## src/rtl/irdec_pkg.sv

```systemverilog
// Shared widths and state encoding for the infrared frame decoder.
// Assumes a frame of one toggle bit, SYS_W address bits and CMD_W command bits.
package irdec_pkg;
    localparam int SYS_W  = 5;
    localparam int CMD_W  = 6;
    localparam int N_BITS = 1 + SYS_W + CMD_W;
    localparam int OUT_W  = 8;

    typedef enum logic [2:0] {
        S_HUNT     = 3'd0,
        S_ARM      = 3'd1,
        S_START_LO = 3'd2,
        S_START_HI = 3'd3,
        S_SAMPLE   = 3'd4,
        S_MIDEDGE  = 3'd5
    } dec_state_t;
endpackage

```

## src/rtl/irdec_sync.sv

```systemverilog
// Brings the asynchronous infrared line into the clock domain.
// Assumes the line idles high, so every stage resets to 1.
module irdec_sync #(
    parameter int STAGES = 2
) (
    input  logic clk,
    input  logic rst_n,
    input  logic din,
    output logic dout
);
    logic [STAGES-1:0] chain;

    // Shift the raw level through the flop chain.
    always_ff @(posedge clk) begin
        if (!rst_n) chain <= '1;
        else        chain <= {chain[STAGES-2:0], din};
    end

    assign dout = chain[STAGES-1];
endmodule

```

## src/rtl/irdec_timebase.sv

```systemverilog
// Tick prescaler plus the fine phase timer and the coarse attempt timer.
// Assumes CLKS_PER_TICK >= 2. Both timers saturate, so a long wait never wraps.
module irdec_timebase #(
    parameter int CLKS_PER_TICK = 256,
    parameter int FINE_W        = 8,
    parameter int SUB_W         = 8,
    parameter int COARSE_W      = 4
) (
    input  logic                clk,
    input  logic                rst_n,
    input  logic                fine_clr,
    input  logic                span_clr,
    output logic [FINE_W-1:0]   fine,
    output logic [COARSE_W-1:0] coarse
);
    localparam int PRE_W = $clog2(CLKS_PER_TICK);
    localparam logic [PRE_W-1:0] PRE_LAST = PRE_W'(CLKS_PER_TICK - 1);

    logic [PRE_W-1:0] pre;
    logic [SUB_W-1:0] sub;
    logic             tick;

    assign tick = (pre == PRE_LAST);

    // Free-running prescaler. The phase timers do not restart it.
    always_ff @(posedge clk) begin
        if (!rst_n)    pre <= '0;
        else if (tick) pre <= '0;
        else           pre <= pre + 1'b1;
    end

    // Fine timer: counts ticks since the last clear and holds at full scale.
    always_ff @(posedge clk) begin
        if (!rst_n)                     fine <= '0;
        else if (fine_clr)              fine <= '0;
        else if (tick && (fine != '1))  fine <= fine + 1'b1;
    end

    // Coarse timer: one step per 2**SUB_W ticks since the attempt began.
    always_ff @(posedge clk) begin
        if (!rst_n || span_clr) begin
            sub    <= '0;
            coarse <= '0;
        end else if (tick) begin
            sub <= sub + 1'b1;
            if ((sub == '1) && (coarse != '1)) coarse <= coarse + 1'b1;
        end
    end
endmodule

```

## src/rtl/irdec_fsm.sv

```systemverilog
// Frame sequencer: quiet-line wait, start-bit measurement, threshold setup,
// bit sampling with mid-bit realignment, and the result/fault outputs.
// Assumes a synchronised line and the fine/coarse timers from irdec_timebase.
module irdec_fsm
    import irdec_pkg::*;
#(
    parameter int FINE_W       = 8,
    parameter int COARSE_W     = 4,
    parameter int IDLE_TICKS   = 55,
    parameter int START_MAX    = 17,
    parameter int COARSE_LIMIT = 8
) (
    input  logic                clk,
    input  logic                rst_n,
    input  logic                line,
    input  logic [FINE_W-1:0]   fine,
    input  logic [COARSE_W-1:0] coarse,
    output logic                fine_clr,
    output logic                span_clr,
    output logic [OUT_W-1:0]    cmd_code,
    output logic [OUT_W-1:0]    sys_code,
    output logic                frame_done,
    output logic                frame_fault
);
    localparam int REF_W = FINE_W + 2;
    localparam int CNT_W = $clog2(N_BITS + 1);
    localparam logic [FINE_W-1:0]   IDLE_LIM  = FINE_W'(IDLE_TICKS);
    localparam logic [FINE_W-1:0]   START_LIM = FINE_W'(START_MAX);
    localparam logic [COARSE_W-1:0] SPAN_LIM  = COARSE_W'(COARSE_LIMIT);

    dec_state_t        state, nxt;
    logic [REF_W-1:0]  fine_x, ref_smp, ref_edge;
    logic [N_BITS-1:0] shreg;
    logic [CNT_W-1:0]  bits_left;
    logic              last_bit;
    logic              timed_out;
    logic              cap, arm, shift, step, go_done, go_fault;
    logic [OUT_W-1:0]  cmd_nxt, sys_nxt;

    assign fine_x    = {2'b00, fine};
    assign timed_out = (coarse >= SPAN_LIM);

    // Next state and strobes. Each deadline is checked before the edge it guards.
    always_comb begin
        nxt      = state;
        fine_clr = 1'b0;
        span_clr = 1'b0;
        cap      = 1'b0;
        arm      = 1'b0;
        shift    = 1'b0;
        step     = 1'b0;
        go_done  = 1'b0;
        go_fault = 1'b0;
        unique case (state)
            S_HUNT: begin
                if (timed_out)             go_fault = 1'b1;
                else if (fine >= IDLE_LIM) nxt = S_ARM;
                else if (!line)            fine_clr = 1'b1;
            end
            S_ARM: begin
                if (timed_out) go_fault = 1'b1;
                else if (!line) begin
                    fine_clr = 1'b1;
                    nxt      = S_START_LO;
                end
            end
            S_START_LO: begin
                if (fine >= START_LIM) go_fault = 1'b1;
                else if (line) begin
                    cap      = 1'b1;
                    fine_clr = 1'b1;
                    nxt      = S_START_HI;
                end
            end
            S_START_HI: begin
                if (fine_x >= ref_smp) go_fault = 1'b1;
                else if (!line) begin
                    fine_clr = 1'b1;
                    arm      = 1'b1;
                    nxt      = S_SAMPLE;
                end
            end
            S_SAMPLE: begin
                if (fine_x >= ref_smp) begin
                    shift = 1'b1;
                    nxt   = S_MIDEDGE;
                end
            end
            S_MIDEDGE: begin
                if (fine_x >= ref_edge) go_fault = 1'b1;
                else if (line != last_bit) begin
                    fine_clr = 1'b1;
                    step     = 1'b1;
                    if (bits_left == CNT_W'(1)) go_done = 1'b1;
                    else                        nxt = S_SAMPLE;
                end
            end
            default: nxt = S_HUNT;
        endcase
        if (go_done || go_fault) begin
            nxt      = S_HUNT;
            fine_clr = 1'b1;
            span_clr = 1'b1;
        end
    end

    // Result bytes for a good frame: toggle above the command, address alone.
    always_comb begin
        cmd_nxt                = '0;
        cmd_nxt[CMD_W-1:0]     = shreg[CMD_W-1:0];
        cmd_nxt[CMD_W]         = shreg[N_BITS-1];
        sys_nxt                = '0;
        sys_nxt[SYS_W-1:0]     = shreg[CMD_W+SYS_W-1:CMD_W];
    end

    // State register.
    always_ff @(posedge clk) begin
        if (!rst_n) state <= S_HUNT;
        else        state <= nxt;
    end

    // Thresholds learned from the measured half-bit time.
    always_ff @(posedge clk) begin
        if (!rst_n) begin
            ref_smp  <= '0;
            ref_edge <= '0;
        end else if (cap) begin
            ref_smp  <= fine_x + (fine_x >> 1);
            ref_edge <= (fine_x << 1) + (fine_x >> 1);
        end
    end

    // Bit shifter, last sampled level and remaining-bit count.
    always_ff @(posedge clk) begin
        if (!rst_n) begin
            shreg     <= '0;
            last_bit  <= 1'b0;
            bits_left <= '0;
        end else begin
            if (arm) begin
                shreg     <= '0;
                bits_left <= CNT_W'(N_BITS);
            end
            if (shift) begin
                shreg    <= {shreg[N_BITS-2:0], line};
                last_bit <= line;
            end
            if (step) bits_left <= bits_left - 1'b1;
        end
    end

    // Registered outputs: results on done, all ones on fault, otherwise held.
    always_ff @(posedge clk) begin
        if (!rst_n) begin
            cmd_code    <= '0;
            sys_code    <= '0;
            frame_done  <= 1'b0;
            frame_fault <= 1'b0;
        end else begin
            frame_done  <= go_done;
            frame_fault <= go_fault;
            if (go_done) begin
                cmd_code <= cmd_nxt;
                sys_code <= sys_nxt;
            end else if (go_fault) begin
                cmd_code <= '1;
                sys_code <= '1;
            end
        end
    end
endmodule

```

## src/rtl/ir_frame_decoder.sv

```systemverilog
// Top level: synchroniser, time base and frame sequencer.
// Assumes ir_line is asynchronous, already demodulated and high when idle.
module ir_frame_decoder
    import irdec_pkg::*;
#(
    parameter int CLKS_PER_TICK = 256,
    parameter int SYNC_STAGES   = 2,
    parameter int FINE_W        = 8,
    parameter int SUB_W         = 8,
    parameter int COARSE_W      = 4,
    parameter int IDLE_TICKS    = 55,
    parameter int START_MAX     = 17,
    parameter int COARSE_LIMIT  = 8
) (
    input  logic             clk,
    input  logic             rst_n,
    input  logic             ir_line,
    output logic [OUT_W-1:0] cmd_code,
    output logic [OUT_W-1:0] sys_code,
    output logic             frame_done,
    output logic             frame_fault
);
    logic                line_s;
    logic                fine_clr, span_clr;
    logic [FINE_W-1:0]   fine;
    logic [COARSE_W-1:0] coarse;

    irdec_sync #(.STAGES(SYNC_STAGES)) u_sync (
        .clk  (clk),
        .rst_n(rst_n),
        .din  (ir_line),
        .dout (line_s)
    );

    irdec_timebase #(
        .CLKS_PER_TICK(CLKS_PER_TICK),
        .FINE_W       (FINE_W),
        .SUB_W        (SUB_W),
        .COARSE_W     (COARSE_W)
    ) u_tb (
        .clk     (clk),
        .rst_n   (rst_n),
        .fine_clr(fine_clr),
        .span_clr(span_clr),
        .fine    (fine),
        .coarse  (coarse)
    );

    irdec_fsm #(
        .FINE_W      (FINE_W),
        .COARSE_W    (COARSE_W),
        .IDLE_TICKS  (IDLE_TICKS),
        .START_MAX   (START_MAX),
        .COARSE_LIMIT(COARSE_LIMIT)
    ) u_fsm (
        .clk        (clk),
        .rst_n      (rst_n),
        .line       (line_s),
        .fine       (fine),
        .coarse     (coarse),
        .fine_clr   (fine_clr),
        .span_clr   (span_clr),
        .cmd_code   (cmd_code),
        .sys_code   (sys_code),
        .frame_done (frame_done),
        .frame_fault(frame_fault)
    );
endmodule

```

## config.mk

```make
export PLATFORM = sky130hd
export DESIGN_NAME = ir_frame_decoder
export DESIGN_NICKNAME = d
export VERILOG_FILES = /design/src/rtl/irdec_pkg.sv /design/src/rtl/irdec_sync.sv /design/src/rtl/irdec_timebase.sv /design/src/rtl/irdec_fsm.sv /design/src/rtl/ir_frame_decoder.sv
export SDC_FILE = /design/constraint.sdc
export NUM_CORES = 1
export LEC_CHECK = 0
export CORE_ASPECT_RATIO = 0.5
export CORE_MARGIN = 1
export CORE_UTILIZATION = 30
export CTS_CLUSTER_DIAMETER = 100
export DETAILED_ROUTE_END_ITERATION = 16
export GPL_TIMING_DRIVEN = 0
export PLACE_DENSITY = 0.45
export REMOVE_ABC_BUFFERS = 1
export SLEW_MARGIN = 20
export SYNTH_ARGS = -nofsm -noshare
export SYNTH_HDL_FRONTEND = slang
export SYNTH_SLANG_ARGS = --single-unit
```

## constraint.sdc

```tcl
create_clock -name clk -period 5.4 [get_ports clk]
set_input_delay 1.08 -clock clk [delete_from_list [all_inputs] [get_ports clk]]
set_output_delay 1.08 -clock clk [all_outputs]
set_load 0.02 [all_outputs]
```

After elaboration in Yosys (flattened, before gate mapping)
Index checks and enable logic that the tools add are counted.
- flip-flop bits (word level): 86
- output and inout bits: 18
- word-level logic and storage cells: 115
- add/sub/neg operators: 7
- $lt $le $gt $ge: 5
- equal/unequal tests: 23
- mux-type cells: 46
- bitwise logic cells: 1
- reductions and logical operators: 16
- operators with widths (operator ; number):
    3-bit 2-to-1 mux ; 12
    8-bit by 1-bit adder with 8-bit output (second input constant) ; 3
    12-bit 2-to-1 mux ; 2
    1-bit 2-to-1 mux ; 23
    8-bit by 10-bit greater-or-equal comparator with 1-bit output ; 2
    2-bit != test (second input constant) ; 9
    3-bit case mux with 6 select lines ; 1
    8-bit == test (second input constant) ; 2
    7-bit 2-to-1 mux ; 2
    12-bit AND reduction ; 1
    9-bit by 7-bit adder with 10-bit output ; 1
    5-bit 2-to-1 mux ; 2
    2-bit OR reduction ; 5
    8-bit by 7-bit adder with 9-bit output ; 1
    8-bit by 5-bit greater-or-equal comparator with 1-bit output (second input constant) ; 1
    8-bit by 6-bit greater-or-equal comparator with 1-bit output (second input constant) ; 1
    4-bit 2-to-1 mux ; 2
    8-bit != test (second input constant) ; 1
    3-bit by 2-bit == test with 1-bit output (second input constant) ; 2
    3-bit == test (second input constant) ; 2
    2-bit by 1-bit != test with 1-bit output (second input constant) ; 3
    2-bit nonzero test ; 3
    1-bit case mux with 5 select lines ; 1
    4-bit by 1-bit adder with 4-bit output (second input constant) ; 1
    other kinds (13) ; 15

Longest topological paths before layout
- depth in word-level cells: 8
- gate-level depth with buffers: 10
- mapped depth without buffers: 9

Hierarchy
A second synthesis with hierarchy kept.
- cells, all modules: 490
- area, all modules: 4461.8 µm²
- modules (own cells, without submodules) (module ; times used ; cells each ; area each (µm²) ; sequential area each (µm²)):
    irdec_fsm ; 1 ; 342 ; 3128.0 ; 1081.0
    irdec_timebase ; 1 ; 144 ; 1281.2 ; 560.5
    irdec_sync ; 1 ; 4 ; 52.6 ; 40.0

Worst setup path after synthesis
No wires, ideal clock.
- path kind: input -> register
- start: input rst_n
- end: register u_fsm.ref_edge[6]
- setup time: 0.087 ns
- arrival: 2.219 ns
- data required time: 5.313 ns
- slack: 3.094 ns
- stages: 5
- path buffers: 1
- cells stage by stage: clkbuf_1 > clkinv_1 > or3_1 > mux2_2 > o31ai_1
- RTL lines (element ; RTL line ; source):
    start, declared ; ir_frame_decoder.sv:16 ; input logic rst_n,
    end signal, assigned ; irdec_fsm.sv:129 ; ref_edge <= (fine_x << 1) + (fine_x >> 1);
    end, declared ; irdec_fsm.sv:32 ; logic [REF_W-1:0] fine_x, ref_smp, ref_edge;

Worst setup path in the final report
- start: register u_tb.fine[5]
- end: register u_fsm.state[0]
- longest elaborated chain between the ends: 5
- elaborated cells between the ends (all ways): 18
- classes of those cells: order compare (4); eq/ne (5); mux (6); reduce/logical (3)
- ends and longest elaborated chain (element ; RTL line ; source):
    start, declared ; irdec_timebase.sv:13 ; output logic [FINE_W-1:0] fine,
    start signal, assigned ; irdec_timebase.sv:36 ; else if (tick && (fine != '1)) fine <= fine + 1'b1;
    8-bit by 10-bit greater-or-equal comparator with 1-bit output, or another cell as far along ; irdec_fsm.sv:90 ; if (fine_x >= ref_edge) go_fault = 1'b1;
    1-bit 2-to-1 mux, on equally long branches ; irdec_fsm.sv:90, irdec_fsm.sv:68, irdec_fsm.sv:76 ;
    1-bit case mux with 4 select lines or 1-bit 2-to-1 mux (tied branches) ; irdec_fsm.sv:54 ; unique case (state)
    1-bit logical OR ; irdec_fsm.sv:100 ; if (go_done || go_fault) begin
    2-bit OR reduction (no source line) ; - ;
    end signal, assigned ; irdec_fsm.sv:119 ; else state <= nxt;
    end, declared ; irdec_fsm.sv:31 ; dec_state_t state, nxt;
Parallel ways exist; a longest one is shown, timed or not.
A chain may end at the register's enable or synchronous reset.

==> results by group <==
Status
  • Status: finished, final reports clean

Critical path
  • Crit path depth: 7
  • R2R cell count: 7
  • Startpoint Class: register
  • Worst r2r src: u_tb.fine[5]
  • CP top delay family: compound AO/OA/AOI/OAI gates
  • Critical R2R Capture: u_fsm.state[0]
  • Max stage delay on crit path: ~0.66 ns
  • Critical path class: reg -> reg
  • Slowest cell on crit path: o21ai_2
  • Critical Path End Type: register
  • Crit path DAT: 3.24 ns
  • Required @ worst endpoint: 5.64 ns
  • Worst path cell trace: ha_1 -> o21a_1 -> o211ai_1 -> a211o_1 -> o21ai_2 -> nand4_2 -> a211oi_1
  • Internal reg-to-reg setup slack: 2.40 ns
  • Worst Path Buf+Inv: 0
  • Crit-path max FO: 16

Clocking
  • CTS clk-pin slew, worst paths: 0.06 ns
  • Num CTS Buffers: 9
  • Clk sinks: 84
  • CTS root buffer: clkbuf_16
  • Setup Buffers After CTS: 0
  • H-tree Lvls: 3
  • Bufs on Longest Clock Path: 2
  • Clk_lat worst skew: 0.34 ns
  • PostCTS Resize Cnt: 0
  • CTS Hold Buffers Added: 0
  • CTS tree: done

Run
  • Max cap viols: 0

STA
  • FMAX: 333 MHz
  • Setup WS post-layout: 2.40 ns
  • Worst slew margin: approximately 45%
  • Crit share post-route: 55.6%
  • Skew final: 0.00467 ns
  • Tightest Pin Transition: 0.828 ns
  • Total Neg Setup Slack: 0 ns
  • Final-report max-slew violation count: 0
  • RSZ-0062 raised after global routing: no
  • # setup viols final: 0
  • Final hold violations: 0
  • Final Critical Period: 3.00 ns

Floorplanning
  • Core area: 0.0145 mm^2
  • IO Pins: 21
  • Die height: 88.6 um
  • Row count: 31
  • Initial core utilization: 30.9%
  • DIE AREA: 0.0155 mm^2
  • Die width: 175 um

Yosys
  • Mean post-synth cell area: 8.89 um^2
  • Ys flop type: dfxtp_1
  • Seq/Total Area, Yosys: 37.4%
  • Synth Instances: 506
  • Share of flip-flops with an asynchronous set or reset: 0%
  • Synthesis Warnings: 0
  • Flops & latches, synth: 84
  • Number of flops mapped to enable cells by yosys: 0
  • Netlist cell types: 61
  • Mapped Area: 0.00450 mm^2

Detailed routing
  • 1st-pass router iterations: 4
  • DR vias/cell: ~4.7
  • DRC: 0
  • Drt wl/cell: 13.4 um
  • WL final: 9650 um
  • Routed Antenna Nets: 0
  • Via count: 3380
  • DR iter-0 viols: approximately 150

Power and ir drop
  • Sequential Power Share: 48.4%
  • Logic pwr share: 1.5%
  • Sw Pwr: ~0.00026 W
  • Leak Pwr: 1.88 nW
  • Max VDD drop: 0.000124 V
  • Power, Total: between 0.001 and 0.0015 W
  • Clk pwr share: 50.0%
  • Internal: 0.00103 W
  • Power per Cell Area: between 200 and 250 mW/mm^2
  • Switching fraction of total power: 20.3%

Global routing
  • Tot GR Track Use: a little over an eighth
  • Vias in the first global route: 3134
  • First-pass GRT wire length: 16300 um
  • Total grt overflow: 0
  • Antenna violations before repair: 0
  • Pin count of the biggest net entering global routing: 37

Min path
  • Min-Delay Path Depth: 1
  • Hold path start: u_sync.chain[0]
  • Hold/Removal Path Class: reg -> reg
  • Hold endpoint: u_sync.chain[1]

Placement
  • Placer Congestion: 0.756
  • PortBufs: 20
  • Place WS: 2.19 ns
  • Placed Cells incl. Taps: 703
  • Hpwl dp: 6840 um
  • Placed Area: 0.00487 mm^2

Layout
  • N_diodes: 0
  • Multi-input gate area: 0.00260 mm^2
  • Commonest cells after routing, fill and taps aside: dfxtp_1 (84), nand2_1 (54), ha_1 (43)
  • Nets: 564
  • Final instance area: 0.00517 mm^2
  • Syn-to-layout area delta: 15.0%
  • Fillers: 1515
  • FF/Latch Area: ~0.0017 mm^2
  • Most common cell after layout, fill and taps aside: dfxtp_1
  • Layout cells sized above 1: a little under a tenth
  • Post-Layout Cell Count: 718
## metrics by stage
step	hold slack, ns	util, %
after floorplan	0.386	-
after global placement	0.400	33.2
after detailed placement	0.398	33.5
after CTS	0.412	35.6
after global routing	0.445	35.6
final	0.410	35.6
## power by group through the flow
stage          Combinational, W  Clock (W)  Sequential [W]
2_1_floorplan         0.0000106          0        0.000638
3_3_place_gp          0.0000204          0        0.000639
3_5_place_dp          0.0000201          0        0.000639
4_1_cts               0.0000204   0.000669        0.000625
5_1_grt               0.0000225   0.000700        0.000625
6_report              0.0000196   0.000646        0.000625
## flip-flops by register name, indices dropped and copies added, names as in the netlist
name	flops
u_tb.pre	8
u_fsm.ref_smp	9
u_fsm.sys_code	5
u_fsm.ref_edge	10
u_fsm.bits_left	4
u_tb.coarse	4
u_fsm.state	3
u_fsm.shreg	12
u_fsm.frame_done	1
u_sync.chain	2
u_tb.fine	8
u_fsm.last_bit	1
u_tb.sub	8
u_fsm.cmd_code	8
u_fsm.frame_fault	1
## cells by family after synthesis
logic type,count (synthesis),share of synthesized area (%)
AO/OA/AOI/OAI,104,16.0
XOR/XNOR,34,6.62
adder cells (fa/ha/maj),45,12.9
buffers and inverters,54,5.18
flip-flops,84,37.4
multiplexers,3,0.696
AND/OR/NAND/NOR,182,21.3
## worst reg2reg max path, cell delays in order, from the launching register on
cell and delay (ns):
dfxtp_1 0.44, ha_1 0.36, o21a_1 0.15, o211ai_1 0.09, a211o_1 0.36, o21ai_2 0.67, nand4_2 0.53, a211oi_1 0.31
## worst max path at each step
stage / endpoint / startpoint / slack [ns]
after floorplan: u_fsm.last_bit / u_tb.fine[5] / 2.84
after global placement: u_fsm.ref_edge[6] / rst_n / 0.52
after detailed placement: u_fsm.ref_edge[6] / rst_n / 2.19
after CTS: u_fsm.state[0] / u_tb.fine[4] / 2.29
after global routing: u_fsm.state[0] / u_tb.fine[0] / 2.07
final: u_fsm.state[0] / u_tb.fine[5] / 2.40
## cell type report
cell class / instances / share of cell area [%]
clock buffers: 10 / 4.43
clock inverters: 5 / 1.50
inverters: 31 / 2.27
multi-input cells: 368 / 50.2
flip-flops and latches: 84 / 32.5
well taps: 198 / 4.79
repair buffers: 22 / 4.28
## synth_stat cells (all sizes together) (2+ instances only)
| master | instances | area (um^2) |
|---|---|---|
| nand4 | 4 | 31.3 |
| and3 | 6 | 38.8 |
| mux2i | 2 | 20.0 |
| nor4 | 4 | 52.6 |
| dfxtp | 84 | 1680 |
| nor3 | 18 | 90.1 |
| and3b | 2 | 17.5 |
| nand2b | 8 | 50.1 |
| nand3b | 13 | 97.6 |
| clkbuf | 14 | 52.6 |
| or2 | 2 | 12.5 |
| inv | 30 | 113 |
| a211oi | 11 | 82.6 |
| a21o | 4 | 30.0 |
| o21a | 4 | 30.0 |
| o31ai | 2 | 15.0 |
| or3 | 4 | 26.3 |
| fa | 2 | 40.0 |
| a21oi | 36 | 180 |
| xnor2 | 20 | 175 |
| o211ai | 3 | 22.5 |
| buf | 9 | 63.8 |
| o221a | 13 | 146 |
| o21ai | 16 | 87.6 |
| nand2 | 54 | 203 |
| ha | 43 | 538 |
| nand3 | 14 | 80.1 |
| o211a | 2 | 20.0 |
| o22ai | 3 | 18.8 |
| xor2 | 14 | 123 |
| nor2 | 41 | 156 |
| nor2b | 6 | 37.5 |
## layer usage
metal	global-route usage [%]	vias to the layer above	wire, um
met4	3.56	0	68
met1	17.7	1545	5110
met2	22.2	37	4190
met5	0	-	0
li1	-	1792	-
met3	3.09	6	281
Note: power is estimated with default switching activity, not from simulation.
